## config.mk

```make
export PLATFORM = sky130hd
export DESIGN_NAME = lnk_master
export DESIGN_NICKNAME = d
export VERILOG_FILES = /design/src/rtl/lnk_pkg.sv /design/src/rtl/lnk_shift.sv /design/src/rtl/lnk_tmo.sv /design/src/rtl/lnk_master.sv
export SDC_FILE = /design/constraint.sdc
export NUM_CORES = 1
export LEC_CHECK = 0
export BUFFER_PORTS_ARGS = -buffer_cell sky130_fd_sc_hd__buf_2
export CORE_AREA = 5 5 78 116
export DETAILED_ROUTE_END_ITERATION = 10
export DIE_AREA = 0 0 83 121
export GPL_ROUTABILITY_DRIVEN = 0
export GPL_TIMING_DRIVEN = 0
export HOLD_SLACK_MARGIN = 0.06
export PLACE_DENSITY = 0.79
export SETUP_SLACK_MARGIN = 0.02
export SLEW_MARGIN = 20
export SYNTH_ARGS = -nofsm -noshare
export SYNTH_HDL_FRONTEND = slang
export SYNTH_SLANG_ARGS = --single-unit
export TNS_END_PERCENT = 5
```

## constraint.sdc

```tcl
create_clock -name clk -period 3.4 [get_ports clk]
set_input_delay 0.68 -clock clk [delete_from_list [all_inputs] [get_ports clk]]
set_output_delay 0.68 -clock clk [all_outputs]
set_load 0.01 [all_outputs]
```

## src/rtl/lnk_pkg.sv

```systemverilog
package lnk_pkg;

    parameter int unsigned LNK_MAX_BITS = 16;
    localparam int unsigned LNK_LEN_W = $clog2(LNK_MAX_BITS);

    typedef enum logic [1:0] {
        ST_IDLE    = 2'd0,
        ST_WAIT_HI = 2'd1,
        ST_WAIT_LO = 2'd2
    } lnk_state_e;

    typedef enum logic {
        DIR_SEND = 1'b0,
        DIR_RECV = 1'b1
    } lnk_dir_e;

    typedef struct packed {
        logic                    err;
        logic [LNK_MAX_BITS-1:0] data;
    } lnk_rsp_t;

    localparam logic [3:0] WR_RELEASED = 4'b1110;

    function automatic logic [3:0] wr_frame(input logic b);
        return {2'b11, b, 1'b0};
    endfunction

endpackage

```

## src/rtl/lnk_shift.sv

```systemverilog
module lnk_shift #(
    parameter int unsigned W  = 16,
    parameter int unsigned LW = 4
) (
    input  logic          clk,
    input  logic          rst,
    input  logic          load,
    input  logic          load_recv,
    input  logic [LW-1:0] load_len_m1,
    input  logic [W-1:0]  load_data,
    input  logic          step,
    input  logic          step_in,
    output logic          head_bit,
    output logic          last_bit,
    output logic [W-1:0]  word
);
    localparam logic [LW:0] TOP_IDX = (LW+1)'(W - 1);

    logic [W-1:0]  sh_q;
    logic [LW-1:0] left_q;
    logic [LW:0]   align;

    assign align = TOP_IDX - {1'b0, load_len_m1};

    always_ff @(posedge clk) begin
        if (rst) begin
            sh_q   <= '0;
            left_q <= '0;
        end else if (load) begin
            sh_q   <= load_recv ? '0 : (load_data << align);
            left_q <= load_len_m1;
        end else if (step) begin
            sh_q   <= {sh_q[W-2:0], step_in};
            left_q <= left_q - 1'b1;
        end
    end

    assign head_bit = sh_q[W-1];
    assign last_bit = (left_q == '0);
    assign word     = sh_q;
endmodule

```

## src/rtl/lnk_tmo.sv

```systemverilog
module lnk_tmo #(
    parameter int unsigned TW = 16
) (
    input  logic          clk,
    input  logic          rst,
    input  logic          clear,
    input  logic          run,
    input  logic [TW-1:0] limit,
    output logic          expire
);
    logic [TW-1:0] cnt_q;

    always_ff @(posedge clk) begin
        if (rst || clear) begin
            cnt_q <= '0;
        end else if (run) begin
            cnt_q <= cnt_q + 1'b1;
        end
    end

    assign expire = run && (limit != '0) && (cnt_q == limit - 1'b1);
endmodule

```

## src/rtl/lnk_master.sv

```systemverilog
module lnk_master
    import lnk_pkg::*;
#(
    parameter int unsigned TMO_W = 16
) (
    input  logic                    clk,
    input  logic                    rst,
    input  logic                    req_valid,
    output logic                    req_ready,
    input  logic                    req_dir,
    input  logic [LNK_LEN_W-1:0]    req_len_m1,
    input  logic [LNK_MAX_BITS-1:0] req_data,
    input  logic [TMO_W-1:0]        cfg_timeout,
    output logic                    busy,
    output logic                    rsp_valid,
    output logic                    rsp_err,
    output logic [LNK_MAX_BITS-1:0] rsp_data,
    output logic [3:0]              link_wr,
    output logic                    link_wr_stb,
    input  logic                    link_ack_n,
    input  logic                    link_rd_bit
);
    localparam int unsigned DW = LNK_MAX_BITS;
    localparam int unsigned LW = LNK_LEN_W;

    lnk_state_e     state_q;
    lnk_dir_e       dir_q;
    lnk_rsp_t       rsp_q;
    logic           rsp_v_q;
    logic [3:0]     wr_q;
    logic           stb_q;

    logic           accept;
    logic           waiting;
    logic           progress;
    logic           step;
    logic           expire;
    logic           head_bit;
    logic           last_bit;
    logic [DW-1:0]  word;
    logic [DW-1:0]  word_next;

    assign accept  = req_valid && (state_q == ST_IDLE);
    assign waiting = (state_q == ST_WAIT_HI) || (state_q == ST_WAIT_LO);
    assign step    = (state_q == ST_WAIT_LO) && !link_ack_n;

    always_comb begin
        case (state_q)
            ST_WAIT_HI: progress = link_ack_n;
            ST_WAIT_LO: progress = !link_ack_n;
            default:    progress = 1'b0;
        endcase
    end

    assign word_next = {word[DW-2:0], (dir_q == DIR_RECV) ? link_rd_bit : 1'b0};

    lnk_shift #(.W(DW), .LW(LW)) u_shift (
        .clk         (clk),
        .rst         (rst),
        .load        (accept),
        .load_recv   (req_dir),
        .load_len_m1 (req_len_m1),
        .load_data   (req_data),
        .step        (step),
        .step_in     ((dir_q == DIR_RECV) ? link_rd_bit : 1'b0),
        .head_bit    (head_bit),
        .last_bit    (last_bit),
        .word        (word)
    );

    lnk_tmo #(.TW(TMO_W)) u_tmo (
        .clk    (clk),
        .rst    (rst),
        .clear  (accept || progress),
        .run    (waiting),
        .limit  (cfg_timeout),
        .expire (expire)
    );

    always_ff @(posedge clk) begin
        if (rst) begin
            state_q <= ST_IDLE;
            dir_q   <= DIR_SEND;
            rsp_q   <= '0;
            rsp_v_q <= 1'b0;
            wr_q    <= WR_RELEASED;
            stb_q   <= 1'b0;
        end else begin
            stb_q     <= 1'b0;
            rsp_v_q   <= 1'b0;
            rsp_q.err <= 1'b0;
            case (state_q)
                ST_IDLE: begin
                    if (accept) begin
                        state_q <= ST_WAIT_HI;
                        dir_q   <= lnk_dir_e'(req_dir);
                    end
                end
                ST_WAIT_HI: begin
                    if (link_ack_n) begin
                        wr_q    <= (dir_q == DIR_RECV) ? WR_RELEASED : wr_frame(head_bit);
                        stb_q   <= 1'b1;
                        state_q <= ST_WAIT_LO;
                    end else if (expire) begin
                        state_q    <= ST_IDLE;
                        wr_q       <= WR_RELEASED;
                        rsp_v_q    <= 1'b1;
                        rsp_q.err  <= 1'b1;
                        rsp_q.data <= '0;
                    end
                end
                ST_WAIT_LO: begin
                    if (!link_ack_n) begin
                        if (last_bit) begin
                            state_q    <= ST_IDLE;
                            wr_q       <= WR_RELEASED;
                            rsp_v_q    <= 1'b1;
                            rsp_q.data <= (dir_q == DIR_RECV) ? word_next : '0;
                        end else begin
                            state_q <= ST_WAIT_HI;
                        end
                    end else if (expire) begin
                        state_q    <= ST_IDLE;
                        wr_q       <= WR_RELEASED;
                        rsp_v_q    <= 1'b1;
                        rsp_q.err  <= 1'b1;
                        rsp_q.data <= '0;
                    end
                end
                default: state_q <= ST_IDLE;
            endcase
        end
    end

    assign req_ready   = (state_q == ST_IDLE);
    assign busy        = (state_q != ST_IDLE);
    assign rsp_valid   = rsp_v_q;
    assign rsp_err     = rsp_q.err;
    assign rsp_data    = rsp_q.data;
    assign link_wr     = wr_q;
    assign link_wr_stb = stb_q;
endmodule

```

==> Yosys cells after proc, flatten, opt, wreduce, memory -nomap -nowiden <==
Cells that the tools add are included.
{ "word_totals": {"out_inout_bits": 25, "register_bits": 62, "wordCells": 72} }
{ "op_classes": {"reduce_logical": 18, "n_eq_ne": 6, "shift": 1, "muxes": 32, "bitwise": 1, "n_addsub": 4} }
{ "op_table": {"columns": ["op", "count"], "rows": [
  ["$mux 16", 6],
  ["$mux 17", 2],
  ["$pmux 17 s2", 1],
  ["$mux 4", 6],
  ["$add 16x1->16 const B", 1],
  ["$eq 16x16->1", 1],
  ["$reduce_bool 16->1", 1],
  ["$shl 16x5->16", 1],
  ["$sub 16x1->16 const B", 1],
  ["$mux 2", 5],
  ["$mux 1", 8],
  ["$pmux 4 s2", 1],
  ["$pmux 2 s3", 1],
  ["$reduce_bool 2->1", 3],
  ["$sub 4x4->5 const A", 1],
  ["$logic_and 1x1->1", 4],
  ["$logic_not 4->1", 1],
  ["$pmux 1 s2", 2],
  ["$reduce_and 2->1", 2],
  ["$sub 4x1->4 const B", 1],
  ["$logic_or 1x1->1", 3],
  ["$ne 3x3->1 const B", 1],
  ["$reduce_and 3->1", 1],
  ["$eq 2x1->1 const B", 1],
  ["other kinds (7)", 7]
]} }

==> Logic depth before layout (Yosys ltp) <==
Gate-level depths: netlist of run 1.
{ "depth": {"ltp_word": 7, "ltp_mapped": 10, "ltp_nobuf": 8} }

==> Cells and area by module <==
Synthesis of run 1 repeated with hierarchy kept, for this count alone.
{ "hier_totals": {"cells_unflattened": 482, "area_unflattened_um2": 4362.9} }
{ "modules_own_cells": {"columns": ["module", "area_per_inst_um2", "cells_per_inst", "instances"], "rows": [
  ["lnk_shift", 1809.2, 191, 1],
  ["lnk_tmo", 1336.3, 169, 1],
  ["lnk_master", 1217.4, 122, 1]
]} }

==> Worst setup path before layout of run 1 <==
Ideal clock, no wire load.
{ "synth_path": {"kind": "input to register", "from": "input port cfg_timeout[3]", "to": "register rsp_q (netlist bit rsp_data[0])", "arrival_ps": 3108, "path_slack_ps": 177, "path_buffers": 4, "t_required_ps": 3284, "path_stages": 10, "path_cell_list": "buf_6 or4_4 buf_6 or4_4 xnor2_1 o211ai_1 or4_1 buf_2 buf_6 a31o_1"} }
{ "synth_via": {"elab_chain_cells": 6, "elab_cells_between_ends": 9, "classes_between": "1 x add/sub; 1 x eq/ne; 4 x mux; 3 x reduce/logical"} }
{ "synth_rtl": {"columns": ["item", "line", "source"], "rows": [
  ["start: declaration", "lnk_master.sv:13", "input logic [TMO_W-1:0] cfg_timeout,"],
  ["$sub 16x1->16 or $reduce_bool 16->1 (tied branches)", "lnk_tmo.sv:21", "assign expire = run && (limit != '0) && (cnt_q == limit - 1'b1);"],
  ["$eq 16x16->1 or $logic_and 1x1->1 (tied branches)", "lnk_tmo.sv:21", null],
  ["$logic_and 1x1->1 *", "lnk_tmo.sv:21", null],
  ["$mux 17 *", null, null],
  ["$mux 16 or $mux 17 (tied branches)", null, null],
  ["$pmux 17 s2 *", null, null],
  ["end: declaration", "lnk_master.sv:28", "lnk_rsp_t rsp_q;"]
]} }
Every way passes the cells marked *; elsewhere a longest branch is shown, timed or not. The select of a mux whose other input is x is not followed.
A chain may end at the register's enable or synchronous reset.

==> Worst setup path in the final report of run 1 <==
{ "layout_path": {"from": "input port cfg_timeout[0]", "to": "register rsp_q (netlist bit rsp_data[6])"} }
The elaborated chain is that of the path after synthesis.

==> impl_metrics.csv, run 1 <==
group,metric,value,unit
run_status,status,"completed",
logic_synthesis,yosys_warnings,0,
clock_network,cts_resized,0,
global_routing,grt-ovfl-total,0,
logic_synthesis,synth_top_area_cell,"dfxtp_1",
final_layout,fin_util,59.3,%
sta,finalCriticalPeriod,3.20,ns
detailed_routing,drtIter0Drc,274,
global_routing,antenna_found_initial,0,
sta,fmaxAchievable,313,MHz
logic_synthesis,synthCells,460,
sta,hold_viol_final,0,
setup_path,path_cells,"buf_2 -> inv_1 -> ha_2 -> or3b_2 -> or4_1 -> o31ai_1 -> a311oi_1 -> or4_1 -> buf_2 -> buf_6 -> a31o_1",
final_layout,fin_area,4690,um^2
place,postPlaceCellArea,4390,um^2
sta,rsz0062_at_grt,"false",
global_routing,grt_pass1_vias,3729,
global_routing,grt_pass1_wl,17400,um
floorplan,row_count,40,
setup_path,r2r-end,"rsp_data[6]$_SDFFE_PP0P_",
detailed_routing,ant_nets,0,
hold_path,whs_path_depth,2,
logic_synthesis,synthFlopType,"dfxtp_1",
floorplan,die_h,121,um
floorplan,core_area,7910,um^2
logic_synthesis,yosys.area_share.adder,2.22,%
sta,post-route-period-util,94.0,%
final_layout,fill_cells,756,
sta,slew_headroom,56.3,%
logic_synthesis,syn-num-nets,509,
job,maxCapViolations,0,
clock_network,cts.sinks,62,
hold_path,min_path_type,"flip-flop to flip-flop",
detailed_routing,vias,3838,
clock_network,root_buffer,"clkbuf_16",
sta,tns,0,ns
setup_path,worstPathArrival,3.42,ns
global_routing,grt_start_max_net_pins,11,
final_layout,final_cell_mix,"62 x buf_2, 62 x dfxtp_1, 44 x nor2_1",
place,hpwl,8110,um
setup_path,critical_path.startpoint_type,"primary input",
floorplan,io_pins,67,
clock_network,cts.path.max_buffers,2,
global_routing,grtUsageTotal,21.3,%
sta,layout_setup_ws,0.204,ns
logic_synthesis,synth_top_family_by_area,"compound AO/OA/AOI/OAI gates",
logic_synthesis,yosysSeqAreaShare,31.4,%
floorplan,die_area,10000,um^2
setup_path,cp.buffers_inverters,4,
floorplan,die_x,83,um
logic_synthesis,synth_area_leaders,"dfxtp_1 31%, mux4_2 5.7%, xor2_1 4.2%, nor2_1 4.2%, a32o_1 4.1%",
setup_path,path_depth,11,
floorplan,initial_core_util,50.0,%
detailed_routing,wire_per_inst,16.3,um
logic_synthesis,ys_ff_latch,62,
setup_path,cp.required,3.62,ns
detailed_routing,first_pass_iters,5,
power,p_leak,1.82,nW
sta,drv_slew,0,
hold_path,hp-start,"dir_q$_SDFFE_PP0P_",
hold_path,hold_end,"dir_q$_SDFFE_PP0P_",
logic_synthesis,avgSynthCellArea,8.59,um^2
logic_synthesis,synthSimpleGateAreaFrac,20.3,%
setup_path,worstReg2RegStart,"state_q[0]$_SDFFE_PP0P_",
logic_synthesis,synth_area,3950,um^2
logic_synthesis,synth_edf_count,0,
place,io_buffers,61,
setup_path,path_delay_family,"simple AND/OR/NAND/NOR gates",
logic_synthesis,synth_compound_area_share,23.4,%
logic_synthesis,async_flop_share,0,%
detailed_routing,drt_wl_total,10400,um
clock_network,clk_pin_slew,0.05,ns
sta,hold_ws,0.496,ns
setup_path,cp_max_fo,10,
clock_network,cts_hold_buffers,0,
clock_network,clock_latency,0.33,ns
final_layout,areaGrowthSynthToFinish,18.6,%
setup_path,crit_path_top_delay_cell,"or4_1",
sta,tightest_slew,0.649,ns
detailed_routing,drc,0,
setup_path,worstSetupEndpointType,"flip-flop",
clock_network,cts_tree,"done",
logic_synthesis,netlist-cell-type-count,56,
detailed_routing,drt-vias-per-instance,5.98,
logic_synthesis,synthMuxAreaShare,9.84,%
power,power_density,469,nW/um^2
clock_network,htreeDepth,3,
place,pre_cts_slack,-0.171,ns
power,irDropWorstVdd,0.311,mV
sta,fin_skew,0.00590,ns
setup_path,reg2reg_slack,0.60,ns
final_layout,num_antenna_cells,0,
sta,setup_viol,0,
setup_path,critical_path_class,"primary input to flip-flop",
final_layout,nets,581,
setup_path,critPathMaxStageDelay,0.54,ns
final_layout,drive_gt1_share,18.6,%
clock_network,postCtsSetupBuffers,0,
setup_path,r2r_cells,10,
clock_network,numCtsBuffers,9,
logic_synthesis,synth.top_cell.area_share,31.4,%
logic_synthesis,synthXorXnorAreaFrac,7.88,%
## cell families (layout without fill, tap and decap cells)
kind of cell	Yosys count	after routing
AO/OA/AOI/OAI	127	127
AND/OR/NAND/NOR	160	160
multiplexers	26	26
XOR/XNOR	34	34
adder cells (fa/ha/maj)	7	7
flip-flops	62	62
buffers and inverters	44	121
## worst max path at each step
stage / to / startpoint
floorplan: rsp_data[0]$_SDFFE_PP0P_ / cfg_timeout[3]
global placement: rsp_data[7]$_SDFFE_PP0P_ / cfg_timeout[0]
detailed placement: rsp_data[6]$_SDFFE_PP0P_ / cfg_timeout[0]
CTS: rsp_data[6]$_SDFFE_PP0P_ / cfg_timeout[0]
global route: rsp_data[6]$_SDFFE_PP0P_ / cfg_timeout[0]
finish: rsp_data[6]$_SDFFE_PP0P_ / cfg_timeout[0]
## synthesized netlist by cell type, types with 4 or more instances
| master | n |
|---|---|
| dfxtp_1 | 62 |
| nor2_1 | 44 |
| nand2_1 | 39 |
| o21ai_0 | 32 |
| clkbuf_1 | 25 |
| a211oi_1 | 19 |
| xor2_1 | 19 |
| nand3_1 | 18 |
| a31o_1 | 16 |
| a32o_1 | 16 |
| xnor2_1 | 14 |
| mux2i_1 | 13 |
| inv_1 | 11 |
| a21oi_1 | 10 |
| mux4_2 | 10 |
| nor3_1 | 8 |
| or3_1 | 8 |
| ha_1 | 7 |
| nor2b_1 | 7 |
| nor4_1 | 7 |
| o211ai_1 | 7 |
| a31oi_1 | 6 |
| and3_1 | 5 |
| buf_6 | 4 |
| nand2b_1 | 4 |
| nand4_1 | 4 |
## through the flow
step	power, mW	cells
floorplan	1.19	460
global placement	1.32	626
detailed placement	1.34	626
CTS	2.20	642
global route	2.30	642
finish	2.20	642
## flip-flops by register name, indices dropped and copies added, names as in the netlist
register	cells
rsp_err	1
link_wr	4
rsp_valid	1
u_tmo.cnt_q	16
state_q	2
u_shift.word	16
dir_q	1
link_wr_stb	1
rsp_data	16
u_shift.left_q	4
## per-layer routing
metal | share of wire, % | up-vias | track usage (%)
li1 | - | 1878 | -
met1 | 38 | 1820 | 21.8
met2 | 54 | 112 | 39.1
met3 | 5.4 | 28 | 5.30
met4 | 3.2 | 0 | 11.9
met5 | 0 | - | 0
## final cells by class
cell class / count / area (um^2) / share of cell area [%]
flip-flops and latches: 62 / 1240 / 26.5
clock buffers: 13 / 270 / 5.76
clock inverters: 3 / 17.5 / 0.374
inverters: 12 / 45.0 / 0.961
well taps: 105 / 131 / 2.80
plain buffers: 32 / 151 / 3.23
multi-input cells: 354 / 2530 / 53.9
repair buffers: 61 / 305 / 6.51
## worst register-to-register path: cells and delay by family, from the launching register on
family          cells  cell delay (ns)
simple gates        2             0.67
compound gates      3             0.61
fa+ha+maj           1             0.28
flops               1             0.39
buf+inv             4             0.74
## power by group
group          switching [mW]  internal (mW)  leakage (nW)
sequential             0.0487          0.783         0.504
clock                   0.316          0.550         0.142
combinational           0.311          0.190          1.18
total                   0.675           1.52          1.82
(Power assumes the default switching activity.)
==> run 2, diff against run 1 <==
CELL_PAD_IN_SITES_DETAIL_PLACEMENT = 0   (was unset)
CELL_PAD_IN_SITES_GLOBAL_PLACEMENT = 1   (was unset)
CORE_AREA = 5 5 90 133   (was 5 5 78 116)
DIE_AREA = 0 0 95 138   (was 0 0 83 121)
==> impl_metrics.csv, run 2 (synthesis results as in run 1) <==
group,metric,value,unit
global_routing,grt_start_max_net_pins,11,
global_routing,busiest_layer,"met2",
power,power.switching,0.672,mW
sta,tightest_slew,0.654,ns
clock_network,clk_pin_slew,0.05,ns
floorplan,io_pins,67,
detailed_routing,drtIter0Drc,164,
clock_network,cts_hold_buffers,0,
place,hpwl,8800,um
setup_path,cp.required,3.61,ns
floorplan,die_x,95,um
clock_network,cts.path.max_buffers,2,
clock_network,numCtsBuffers,9,
floorplan,core_area,10600,um^2
floorplan,row_count,46,
detailed_routing,ant_nets,0,
final_layout,fin_util,44.9,%
power,p_int,1.58,mW
sta,tns,0,ns
global_routing,grt-ovfl-total,0,
clock_network,clock_latency,0.33,ns
final_layout,multi_input_area,2530,um^2
power,p_leak,1.83,nW
power,combPwrFrac,22.5,%
sta,finalCriticalPeriod,3.24,ns
sta,post-route-period-util,95.3,%
sta,rsz0062_at_grt,"false",
sta,drv_slew,0,
final_layout,area.sequential,1240,um^2
global_routing,use_met2,31.3,%
setup_path,cp_max_fo,10,
sta,slew_headroom,56.4,%
power,power_density,473,nW/um^2
final_layout,fill_cells,1084,
final_layout,num_antenna_cells,0,
clock_network,cts_resized,0,
hold_path,min_path_type,"flip-flop to flip-flop",
global_routing,antenna_found_initial,0,
final_layout,areaGrowthSynthToFinish,20.2,%
detailed_routing,drt-vias-per-instance,5.59,
final_layout,nets,581,
clock_network,cts.sinks,62,
sta,hold_viol_final,0,
power,irDropWorstVdd,0.269,mV
clock_network,cts_tree,"done",
clock_network,htreeDepth,3,
sta,setup_viol,0,
setup_path,worstPathArrival,3.45,ns
setup_path,critical_path.startpoint_type,"primary input",
setup_path,worstReg2RegStart,"state_q[0]$_SDFFE_PP0P_",
power,power_frac_seq,37.0,%
sta,fmaxAchievable,309,MHz
power,p_sw_share,29.9,%
setup_path,critical_path_class,"primary input to flip-flop",
power,clkPwrFrac,40.6,%
detailed_routing,wire_per_inst,16.2,um
place,io_buffers,61,
setup_path,worstSetupEndpointType,"flip-flop",
hold_path,hp-start,"rsp_data[11]$_SDFFE_PP0P_",
clock_network,postCtsSetupBuffers,0,
job,maxCapViolations,0,
detailed_routing,drc,0,
detailed_routing,first_pass_iters,4,
global_routing,grt_pass1_vias,3749,
sta,fin_skew,0.00845,ns
detailed_routing,vias,3809,
floorplan,die_h,138,um
final_layout,drive_gt1_share,18.6,%
global_routing,use_met3,4.07,%
floorplan,initial_core_util,37.3,%
global_routing,met1_usage,18.4,%
clock_network,root_buffer,"clkbuf_16",
global_routing,grtUsageTotal,17.2,%
floorplan,die_area,13100,um^2
setup_path,crit_start,"cfg_timeout[0]",
global_routing,grt_pass1_wl,18100,um
final_layout,final_cell_mix,"62 x buf_2, 62 x dfxtp_1, 44 x nor2_1",
run_status,status,"completed",
detailed_routing,drt_wl_total,11100,um
[run 2: cell types whose count changed in the layout (fill, tap and decap cells not counted)]
cell / before / now
clkinvlp_4: 1 / 0
bufinv_16: 0 / 1
clkinv_2: 2 / 3
clkbuf_8: 3 / 2
[run 2: worst max-delay path: stages]
cell and delay (ns):
buf_2 0.13, inv_1 0.06, ha_2 0.24, or3b_2 0.54, or4_1 0.54, o31ai_1 0.09, a311oi_1 0.09, or4_1 0.55
buf_2 0.18, buf_6 0.15, a31o_1 0.20
[run 2: power groups by stage]
stage          logic (mW)  registers, mW  clock network, mW
2_1_floorplan       0.355          0.831                  0
3_3_place_gp        0.493          0.844                  0
3_5_place_dp        0.501          0.845                  0
4_1_cts             0.506          0.831              0.929
5_1_grt             0.559          0.838              0.974
6_report            0.505          0.832              0.912
[run 2: area by class of cell]
type	instances	area share, %
flip-flops and latches	62	26.1
inverters	12	0.948
well taps	144	3.79
clock buffers	12	5.40
clock inverters	4	0.948
multi-input cells	354	53.2
repair buffers	61	6.43
plain buffers	32	3.19
[run 2: path summary, 6_finish.rpt]
| path | end | slack, ns | cells after the start |
|---|---|---|---|
| setup / recovery | rsp_data[15]$_SDFFE_PP0P_ | 0.16 | 11 |
| hold / removal | rsp_data[11]$_SDFFE_PP0P_ | 0.50 | 1 |
| setup reg to reg | rsp_data[15]$_SDFFE_PP0P_ | 0.51 | 10 |
| hold reg to reg | rsp_data[11]$_SDFFE_PP0P_ | 0.50 | 1 |
[run 2: metrics by stage]
step / cell area (um^2) / worst slack [ns] / hold slack, ns / total power, mW / std cells
final: 4750 / 0.159 / 0.502 / 2.25 / 681
after global routing: 4750 / 0.0688 / 0.527 / 2.37 / 681
after CTS: 4740 / 0.108 / 0.501 / 2.27 / 681
after detailed placement: 4440 / -0.234 / 0.487 / 1.35 / 665
after global placement: 4440 / -0.189 / 0.479 / 1.34 / 665
after floorplan: 3950 / 0.177 / 0.459 / 1.19 / 460
[run 2: metal layers]
layer / vias to the layer above / wire length [um]
met3: 23 / 536
met5: - / 0
met2: 97 / 5890
li1: 1877 / -
met4: 0 / 339
met1: 1812 / 4280
